==> config.mk <==
export PLATFORM = sky130hd
export DESIGN_NAME = wdt_rstctl
export DESIGN_NICKNAME = d
export VERILOG_FILES = /design/src/rtl/wdt_pkg.sv /design/src/rtl/wdt_prescaler.sv /design/src/rtl/wdt_rst_pulse.sv /design/src/rtl/wdt_rstctl.sv
export SDC_FILE = /design/constraint.sdc
export NUM_CORES = 1
export LEC_CHECK = 0
export BUFFER_PORTS_ARGS = -buffer_cell sky130_fd_sc_hd__buf_2
export CORE_MARGIN = 5
export CORE_UTILIZATION = 45
export DETAILED_ROUTE_END_ITERATION = 16
export GPL_ROUTABILITY_DRIVEN = 0
export HOLD_SLACK_MARGIN = 0.15
export PLACE_DENSITY = 0.73
export SYNTH_ARGS = -nofsm -noshare
export SYNTH_HDL_FRONTEND = slang
export SYNTH_SLANG_ARGS = --single-unit
==> constraint.sdc <==
create_clock -name clk_i -period 1.8 [get_ports clk_i]
set_input_delay 0.09 -clock clk_i [delete_from_list [all_inputs] [get_ports clk_i]]
set_output_delay 0.09 -clock clk_i [all_outputs]
set_load 0.03 [all_outputs]
==> src/rtl/wdt_pkg.sv <==
package wdt_pkg;
  localparam int CNT_W   = 8;
  localparam int PRESC_W = 13;

  typedef struct packed {
    logic       mode;  // 1: watchdog, 0: interval
    logic       en;
    logic [2:0] cks;
  } wdt_ctrl_t;

  localparam logic [1:0] ADDR_CNT  = 2'd0;
  localparam logic [1:0] ADDR_CTRL = 2'd1;
  localparam logic [1:0] ADDR_RST  = 2'd2;

  // low-bit mask: tick when all masked prescaler bits are set
  function automatic logic [PRESC_W-1:0] div_mask(input logic [2:0] cks);
    case (cks)
      3'd0:    div_mask = PRESC_W'(1);
      3'd1:    div_mask = PRESC_W'(63);
      3'd2:    div_mask = PRESC_W'(127);
      3'd3:    div_mask = PRESC_W'(255);
      3'd4:    div_mask = PRESC_W'(511);
      3'd5:    div_mask = PRESC_W'(1023);
      3'd6:    div_mask = PRESC_W'(4095);
      default: div_mask = PRESC_W'(8191);
    endcase
  endfunction
endpackage

==> src/rtl/wdt_prescaler.sv <==
module wdt_prescaler
  import wdt_pkg::*;
(
  input  logic       clk_i,
  input  logic       rst_ni,
  input  logic       en_i,
  input  logic [2:0] cks_i,
  output logic       tick_o
);
  logic [PRESC_W-1:0] presc_q;

  always_ff @(posedge clk_i or negedge rst_ni) begin
    if (!rst_ni)    presc_q <= '0;
    else if (!en_i) presc_q <= '0;
    else            presc_q <= presc_q + 1'b1;
  end

  assign tick_o = en_i && (&(presc_q | ~div_mask(cks_i)));

  assert_presc_idle_R2: assert property (@(posedge clk_i) disable iff (!rst_ni)
    !en_i |=> presc_q == '0);
endmodule

==> src/rtl/wdt_rst_pulse.sv <==
module wdt_rst_pulse #(
  parameter int CYCLES = 512
) (
  input  logic clk_i,
  input  logic rst_ni,
  input  logic start_i,
  output logic pulse_o
);
  localparam int W = $clog2(CYCLES + 1);
  logic [W-1:0] left_q;

  always_ff @(posedge clk_i or negedge rst_ni) begin
    if (!rst_ni)              left_q <= '0;
    else if (start_i)         left_q <= W'(CYCLES);
    else if (left_q != '0)    left_q <= left_q - 1'b1;
  end

  assign pulse_o = (left_q != '0);

  assert_pulse_start_R9: assert property (@(posedge clk_i) disable iff (!rst_ni)
    start_i |=> pulse_o);
  assert_pulse_hold_R9: assert property (@(posedge clk_i) disable iff (!rst_ni)
    (pulse_o && left_q > W'(1)) |=> pulse_o);
endmodule

==> src/rtl/wdt_rstctl.sv <==
module wdt_rstctl
  import wdt_pkg::*;
#(
  parameter int         RST_CYCLES = 512,
  parameter logic [7:0] KEY_CFG    = 8'hA5,
  parameter logic [7:0] KEY_CLR    = 8'h5A
) (
  input  logic        clk_i,
  input  logic        rst_ni,
  input  logic        wr_i,
  input  logic [1:0]  addr_i,
  input  logic [15:0] wdata_i,
  output logic [7:0]  rdata_o,
  output logic        ovf_o,
  output logic        irq_o,
  output logic        int_rst_o,
  output logic        int_rst_type_o
);
  wdt_ctrl_t        ctrl_q, ctrl_d;
  logic [CNT_W-1:0] cnt_q, cnt_d;
  logic             flag_q, rste_q, rsts_q;
  logic             tick, wrap, wd_ovf, it_ovf, rst_fire;
  logic             wr_cnt, wr_ctrl, key_cfg, key_clr;

  wdt_prescaler u_presc (
    .clk_i  (clk_i),
    .rst_ni (rst_ni),
    .en_i   (ctrl_q.en),
    .cks_i  (ctrl_q.cks),
    .tick_o (tick)
  );

  wdt_rst_pulse #(.CYCLES(RST_CYCLES)) u_pulse (
    .clk_i   (clk_i),
    .rst_ni  (rst_ni),
    .start_i (rst_fire),
    .pulse_o (int_rst_o)
  );

  always_comb begin
    wr_cnt   = wr_i && addr_i == ADDR_CNT;
    wr_ctrl  = wr_i && addr_i == ADDR_CTRL;
    key_cfg  = wr_i && addr_i == ADDR_RST && wdata_i[15:8] == KEY_CFG;
    key_clr  = wr_i && addr_i == ADDR_RST && wdata_i[15:8] == KEY_CLR && !wdata_i[7];
    wrap     = tick && (&cnt_q) && !wr_cnt;  // counter write wins over a tick
    wd_ovf   = wrap && ctrl_q.mode;
    it_ovf   = wrap && !ctrl_q.mode;
    rst_fire = wd_ovf && rste_q;

    ctrl_d = ctrl_q;
    if (wr_ctrl) ctrl_d = '{mode: wdata_i[6], en: wdata_i[5], cks: wdata_i[2:0]};
    if (rst_fire) ctrl_d = '0;

    if (!ctrl_d.en)   cnt_d = '0;
    else if (wr_cnt)  cnt_d = wdata_i[CNT_W-1:0];
    else if (tick)    cnt_d = cnt_q + 1'b1;
    else              cnt_d = cnt_q;
  end

  always_ff @(posedge clk_i or negedge rst_ni) begin
    if (!rst_ni) begin
      ctrl_q <= '0;
      cnt_q  <= '0;
      ovf_o  <= 1'b0;
      irq_o  <= 1'b0;
    end else begin
      ctrl_q <= ctrl_d;
      cnt_q  <= cnt_d;
      ovf_o  <= wd_ovf;
      irq_o  <= it_ovf;
    end
  end

  // only the external reset touches this register
  always_ff @(posedge clk_i or negedge rst_ni) begin
    if (!rst_ni) begin
      flag_q <= 1'b0;
      rste_q <= 1'b0;
      rsts_q <= 1'b0;
    end else begin
      if (wd_ovf)       flag_q <= 1'b1;
      else if (key_clr) flag_q <= 1'b0;
      if (key_cfg) begin
        rste_q <= wdata_i[6];
        rsts_q <= wdata_i[5];
      end
    end
  end

  assign int_rst_type_o = rsts_q;

  always_comb begin
    case (addr_i)
      ADDR_CNT:  rdata_o = cnt_q;
      ADDR_CTRL: rdata_o = {1'b0, ctrl_q.mode, ctrl_q.en, 2'b11, ctrl_q.cks};
      ADDR_RST:  rdata_o = {flag_q, rste_q, rsts_q, 5'b11111};
      default:   rdata_o = 8'h00;
    endcase
  end

  assert_ovf_flag_R4: assert property (@(posedge clk_i) disable iff (!rst_ni)
    ovf_o |-> flag_q);
  assert_excl_R5: assert property (@(posedge clk_i) disable iff (!rst_ni)
    !(ovf_o && irq_o));
  assert_cnt_idle_R2: assert property (@(posedge clk_i) disable iff (!rst_ni)
    !ctrl_q.en |-> cnt_q == '0);
  assert_rst_keeps_R10: assert property (@(posedge clk_i) disable iff (!rst_ni)
    $rose(int_rst_o) |-> (flag_q && rste_q && !ctrl_q.en));
endmodule

**Word-level counts from Yosys, hierarchy flattened**

Index checks and enable logic that the tools add are counted.

- Word-level logic and storage cells: 62
- Register bits after elaboration: 41
- Bits of input ports: 21
- Output and inout port bits: 12

- Bitwise gates (word level): 2
- Mux-type cells: 12
- Add/subtract/negate cells: 3
- Equality and inequality tests: 11
- Reductions and logical operators: 23

Operator list:

| cell | number |
|---|---|
| 13-bit one-hot mux with 7 select lines | 1 |
| 8-bit two-way mux | 3 |
| 8-bit one-hot mux with 3 select lines | 1 |
| 10-bit two-way mux | 2 |
| 13-bit by 1-bit adder with 13-bit output (second input constant) | 1 |
| 13-bit two-way mux | 1 |
| 13-bit NOT | 1 |
| 13-bit OR | 1 |
| 13-bit AND reduction | 1 |
| 1-bit logical AND | 12 |
| 5-bit two-way mux | 2 |
| 10-bit nonzero test | 1 |
| 10-bit by 1-bit subtractor with 10-bit output (second input constant) | 1 |
| 3-bit equality test (second input constant) | 3 |
| 8-bit by 1-bit adder with 8-bit output (second input constant) | 1 |
| 8-bit by 7-bit equality test with 1-bit output (second input constant) | 1 |
| 8-bit equality test (second input constant) | 1 |
| 8-bit AND reduction | 1 |
| 3-bit by 2-bit equality test with 1-bit output (second input constant) | 2 |
| 2-bit nonzero test | 3 |
| 3-bit by 1-bit equality test with 1-bit output (second input constant) | 1 |
| 1-bit zero test | 3 |
| 3-bit zero test | 1 |
| 3-bit by 1-bit != test with 1-bit output (second input constant) | 1 |
| 4 further kinds | 5 |

**Longest topological paths before layout**

- Word-level depth: 12
- Depth in mapped cells: 11
- Depth with buffers taken out: 9

**Hierarchy**

A second synthesis with hierarchy kept.

- Cell total of the unflattened synthesis: 258
- Area, all modules: 2441.1 um^2

Modules (own cells, without submodules):

| module | seq. area each (um^2) | area an instance (um^2) | cells an instance | instances |
|---|---|---|---|---|
| wdt_rstctl | 450.4 | 1157.4 | 128 | 1 |
| wdt_prescaler | 325.3 | 720.7 | 72 | 1 |
| wdt_rst_pulse | 250.2 | 563.0 | 58 | 1 |

**Worst setup path after synthesis**

Ideal clock, no wire load.

- Path kind: register -> register
- Start: register u_pulse.left_q[0]
- End: register u_pulse.left_q[3]
- Cell stages (with the launch flop): 10
- Library setup time: 0.119 ns
- Period minus slack after synthesis: 1.944 ns
- Setup slack: -0.144 ns
- Data required time: 1.681 ns
- Buffers on the path: 0
- Arrival time: 1.825 ns
- Cells stage by stage: dfrtp_1 inv_1 ha_1 nor2b_1 nand3b_1 nor4_4 inv_2 and2_1 xnor2_1 nor2_1

- Elaborated cells between the ends (all ways): 5
- Those cells by class: add/sub (1); mux (2); reduce/logical (2)

RTL lines:

| what | RTL line | source |
|---|---|---|
| start: declaration | wdt_rst_pulse.sv:10 | `logic [W-1:0] left_q;` |
| start signal: assignment | wdt_rst_pulse.sv:14 | `else if (start_i) left_q <= W'(CYCLES);` |
| start signal: assignment | wdt_rst_pulse.sv:15 | `else if (left_q != '0) left_q <= left_q - 1'b1;` |
| 10-bit nonzero test | -- |  |
| net int_rst_o | wdt_rstctl.sv:16 | `output logic int_rst_o,` |
| 2-bit nonzero test (no source line) | -- |  |

The timed path passes the listed nets, and every way through them passes these cells. The select of a mux whose other input is x is not followed.
A chain may end at the register's enable or synchronous reset.

**Final worst setup path**

- Start: register u_pulse.left_q[0]
- End: output int_rst_o

- Cells in the longest elaborated chain, start to end: 1

RTL lines:

| what | RTL line | source |
|---|---|---|
| 10-bit nonzero test | wdt_rst_pulse.sv:18 | `assign pulse_o = (left_q != '0);` |
| end: declaration | wdt_rstctl.sv:16 |  |

Every way passes these cells.

==> results.json <==
{
  "grt-ovfl-total": 0,
  "reg2regPathDepth": 7,
  "numCtsBuffers": 5,
  "avgSynthCellArea_um2": 9.75,
  "core_area_mm2": 0.00511,
  "diodes": 0,
  "wire_per_inst_um": 14.5,
  "path_clk_slew_ps": 80,
  "first_pass_iters": 5,
  "async_flop_share_pct": 100,
  "drtAntennaViolNets": 0,
  "routed_wl_um": 5630,
  "ys_ff_latch": 41,
  "clkPwrFrac_pct": 33.0,
  "sw_frac_of_total_pct": 27.3,
  "r2r_slack_ps": 20,
  "critPathLaunchType": "register",
  "synthTopCellsByCount": "dfrtp_1, nor2_1, nand3_1",
  "die_h_um": 82.4,
  "netlist.area_leader.share_pct": 43.5,
  "yosysMostFrequentCell": "dfrtp_1",
  "synth_cell_types": 46,
  "synth-edff-count": 0,
  "rsz0062_at_grt": "true",
  "final_core_util_pct": 60.8,
  "worst_slack_ps": -15.9,
  "start_util_pct": 46.2,
  "clk_path_buf_depth": 2,
  "synth_area_leader_cell": "dfrtp_1",
  "hpwl_um": 3690,
  "worst_pin_slew_ps": 527,
  "multi_input_area_mm2": 0.00129,
  "synth_nets": 270,
  "holdPathStages": 4,
  "hold_class": "input pin to register",
  "dp.cells": 354,
  "p_int_mw": 1.46,
  "n_fill_cell": 428,
  "die-width_um": 82.4,
  "power_frac_comb_pct": 17.3,
  "relSlewSlack_pct": 64.9,
  "insertion_delay_ps": 290,
  "hp-start": "wdata_i[12]",
  "area_growth_pct": 31.7,
  "track_usage_pct": 17.7,
  "cts_tree": "done",
  "power.leakage_nw": 1.42,
  "reg2reg_to": "u_pulse.left_q[8]$_DFFE_PN0P_",
  "fin_nets": 345,
  "finalHoldViolCount": 0,
  "slew_viol_final": 0,
  "layoutNonFillerInstCount": 388,
  "grt_pass1_vias": 2023,
  "skew_ps": 6.11,
  "drive_above_1_share_pct": 32.1,
  "drcViolationCount": 0,
  "timing.hold.ws_ps": 229,
  "htreeDepth": 2,
  "ys.flop_type": "dfrtp_1",
  "yosysWarningCount": 0,
  "drt_iter0_markers": 167,
  "vias": 2047,
  "synth_cells": 242,
  "rows": 26,
  "die-area_mm2": 0.00679,
  "worstSetupEndpointType": "primary output",
  "grt_max_degree": 42,
  "violations": "setup timing",
  "r2r_start": "u_pulse.left_q[0]$_DFFE_PN0P_",
  "crit_required_ps": 1710,
  "grt_first_pass_wirelength_um": 9340,
  "viasPerCell": 5.28,
  "seqCellArea_mm2": 0.00103,
  "status": "finished, violations left",
  "critPathArrivalTime_ps": 1730,
  "clock_sinks": 41,
  "grt_antenna_before_repair": 0,
  "finalSetupViolCount": 1,
  "peakVddDrop_v": 0.000358,
  "root_buffer": "clkbuf_8",
  "io_pins": 33,
  "switchingPower_uw": 549,
  "path_max_fanout": 4,
  "seqPwrFrac_pct": 49.7,
  "crit_type": "register to primary output",
  "power_density_mw_per_mm2": 647,
  "fmax_mhz": 551,
  "synth.area.top_cells": "dfrtp_1, nor2_1, xnor2_1",
  "drv_cap": 0,
  "synth.cell_area_mm2": 0.00236,
  "portBuffers": 32,
  "hold_end": "int_rst_type_o$_DFFE_PN0P_",
  "ys_seq_area_share_pct": 43.5,
  "finalCritPeriodShare_pct": 101,
  "finalCriticalPeriod_ps": 1820
}
## worst max-delay path by stage
stage,from,end,cells after the start
3_3_place_gp,u_pulse.left_q[1]$_DFFE_PN0P_,u_pulse.left_q[3]$_DFFE_PN0P_,9
5_1_grt,u_pulse.left_q[0]$_DFFE_PN0P_,int_rst_o,7
4_1_cts,u_pulse.left_q[1]$_DFFE_PN0P_,int_rst_o,7
6_report,u_pulse.left_q[0]$_DFFE_PN0P_,int_rst_o,7
3_5_place_dp,u_pulse.left_q[1]$_DFFE_PN0P_,u_pulse.left_q[3]$_DFFE_PN0P_,9
2_1_floorplan,u_pulse.left_q[1]$_DFFE_PN0P_,u_pulse.left_q[3]$_DFFE_PN0P_,9
## power groups by stage
stage          Sequential (mW)  Clock, mW  Combinational (mW)
4_1_cts                  0.998      0.690               0.347
2_1_floorplan             1.01          0               0.178
5_1_grt                   1.00      0.717               0.385
3_5_place_dp              1.02          0               0.322
3_3_place_gp              1.01          0               0.319
6_report                  1.00      0.664               0.347
## cells by family (layout without fill, tap and decap cells)
kind of cell,count (synthesis),after routing,share of synthesized area [%]
buf+inv,20,96,4.40
simple gates,116,116,27.2
xor+xnor,23,23,8.54
fa+ha+maj,7,7,3.71
flops,41,41,43.5
mux,3,3,1.38
compound gates,32,32,11.3
## per-layer routing
layer,track usage [%],part of all wire [%]
met1,22.7,43
met3,4.23,5.5
met2,29.4,50
met5,0,0
met4,5.48,1.6
## placed cells by master, fill, tap and decap left out, types with 2 or more instances in the layout
cell type,synthesis,routed
and4_1,2,2
nand3_1,17,17
clkbuf_8,0,7
and2_1,13,11
and2_4,0,2
buf_2,2,31
nor4bb_1,3,3
mux2_2,2,2
xor2_1,10,10
a21oi_2,0,2
and3_1,3,3
inv_1,7,5
xnor2_1,13,13
nor2_1,32,31
nand2_1,16,16
a21o_1,2,2
nor2b_1,5,4
buf_4,1,31
inv_2,2,4
ha_1,7,6
nor3_1,4,3
dlygate4sd3_1,0,15
a222oi_1,2,2
a221oi_1,3,3
a21oi_1,10,8
nor3b_1,3,2
dfrtp_1,41,41
nand4_1,7,7
a211oi_2,8,8
## layout make-up
cell class	instances	area share, %
Tap cell	70	2.82
Sequential cell	41	33.0
Inverter	9	1.09
Multi-Input combinational cell	181	41.5
Clock buffer	7	3.10
Timing Repair Buffer	79	18.3
Clock inverter	1	0.161
## registers in the layout, indices dropped and copies added (netlist names)
name and flops:
ovf_o 1, flag_q 1, int_rst_type_o 1, cnt_q 8, u_pulse.left_q 10, ctrl_q 5
rste_q 1, irq_o 1, u_presc.presc_q 13
## worst max-delay path, cell delays in order, from the launching register on
cell,delay [ps]
dfrtp_1,400
inv_2,80
ha_4,130
nor2b_4,140
nand3b_1,150
nor4_4,270
inv_2,100
buf_6,150
## through the flow
| stage | setup slack [ps] | instance area (um2) | total power [mW] | TNS [ps] |
|---|---|---|---|---|
| floorplan | -131 | 2380 | 1.19 | -206 |
| global placement | 58.6 | 2730 | 1.33 | 0 |
| detailed placement | -20.5 | 2730 | 1.34 | -41.6 |
| CTS | 10.1 | 3050 | 2.03 | 0 |
| global route | -122 | 3110 | 2.11 | -350 |
| finish | -15.9 | 3110 | 2.01 | -15.9 |
## repair_timing
item,4_1_cts,5_1_grt
endpoints found under the hold margin,56,0
pin swaps,1,4
gates resized for setup,2,10
hold buffers,15,0
endpoints found under the setup margin,4,26
setup buffers,8,4
Note: power is estimated with default switching activity, not from simulation.
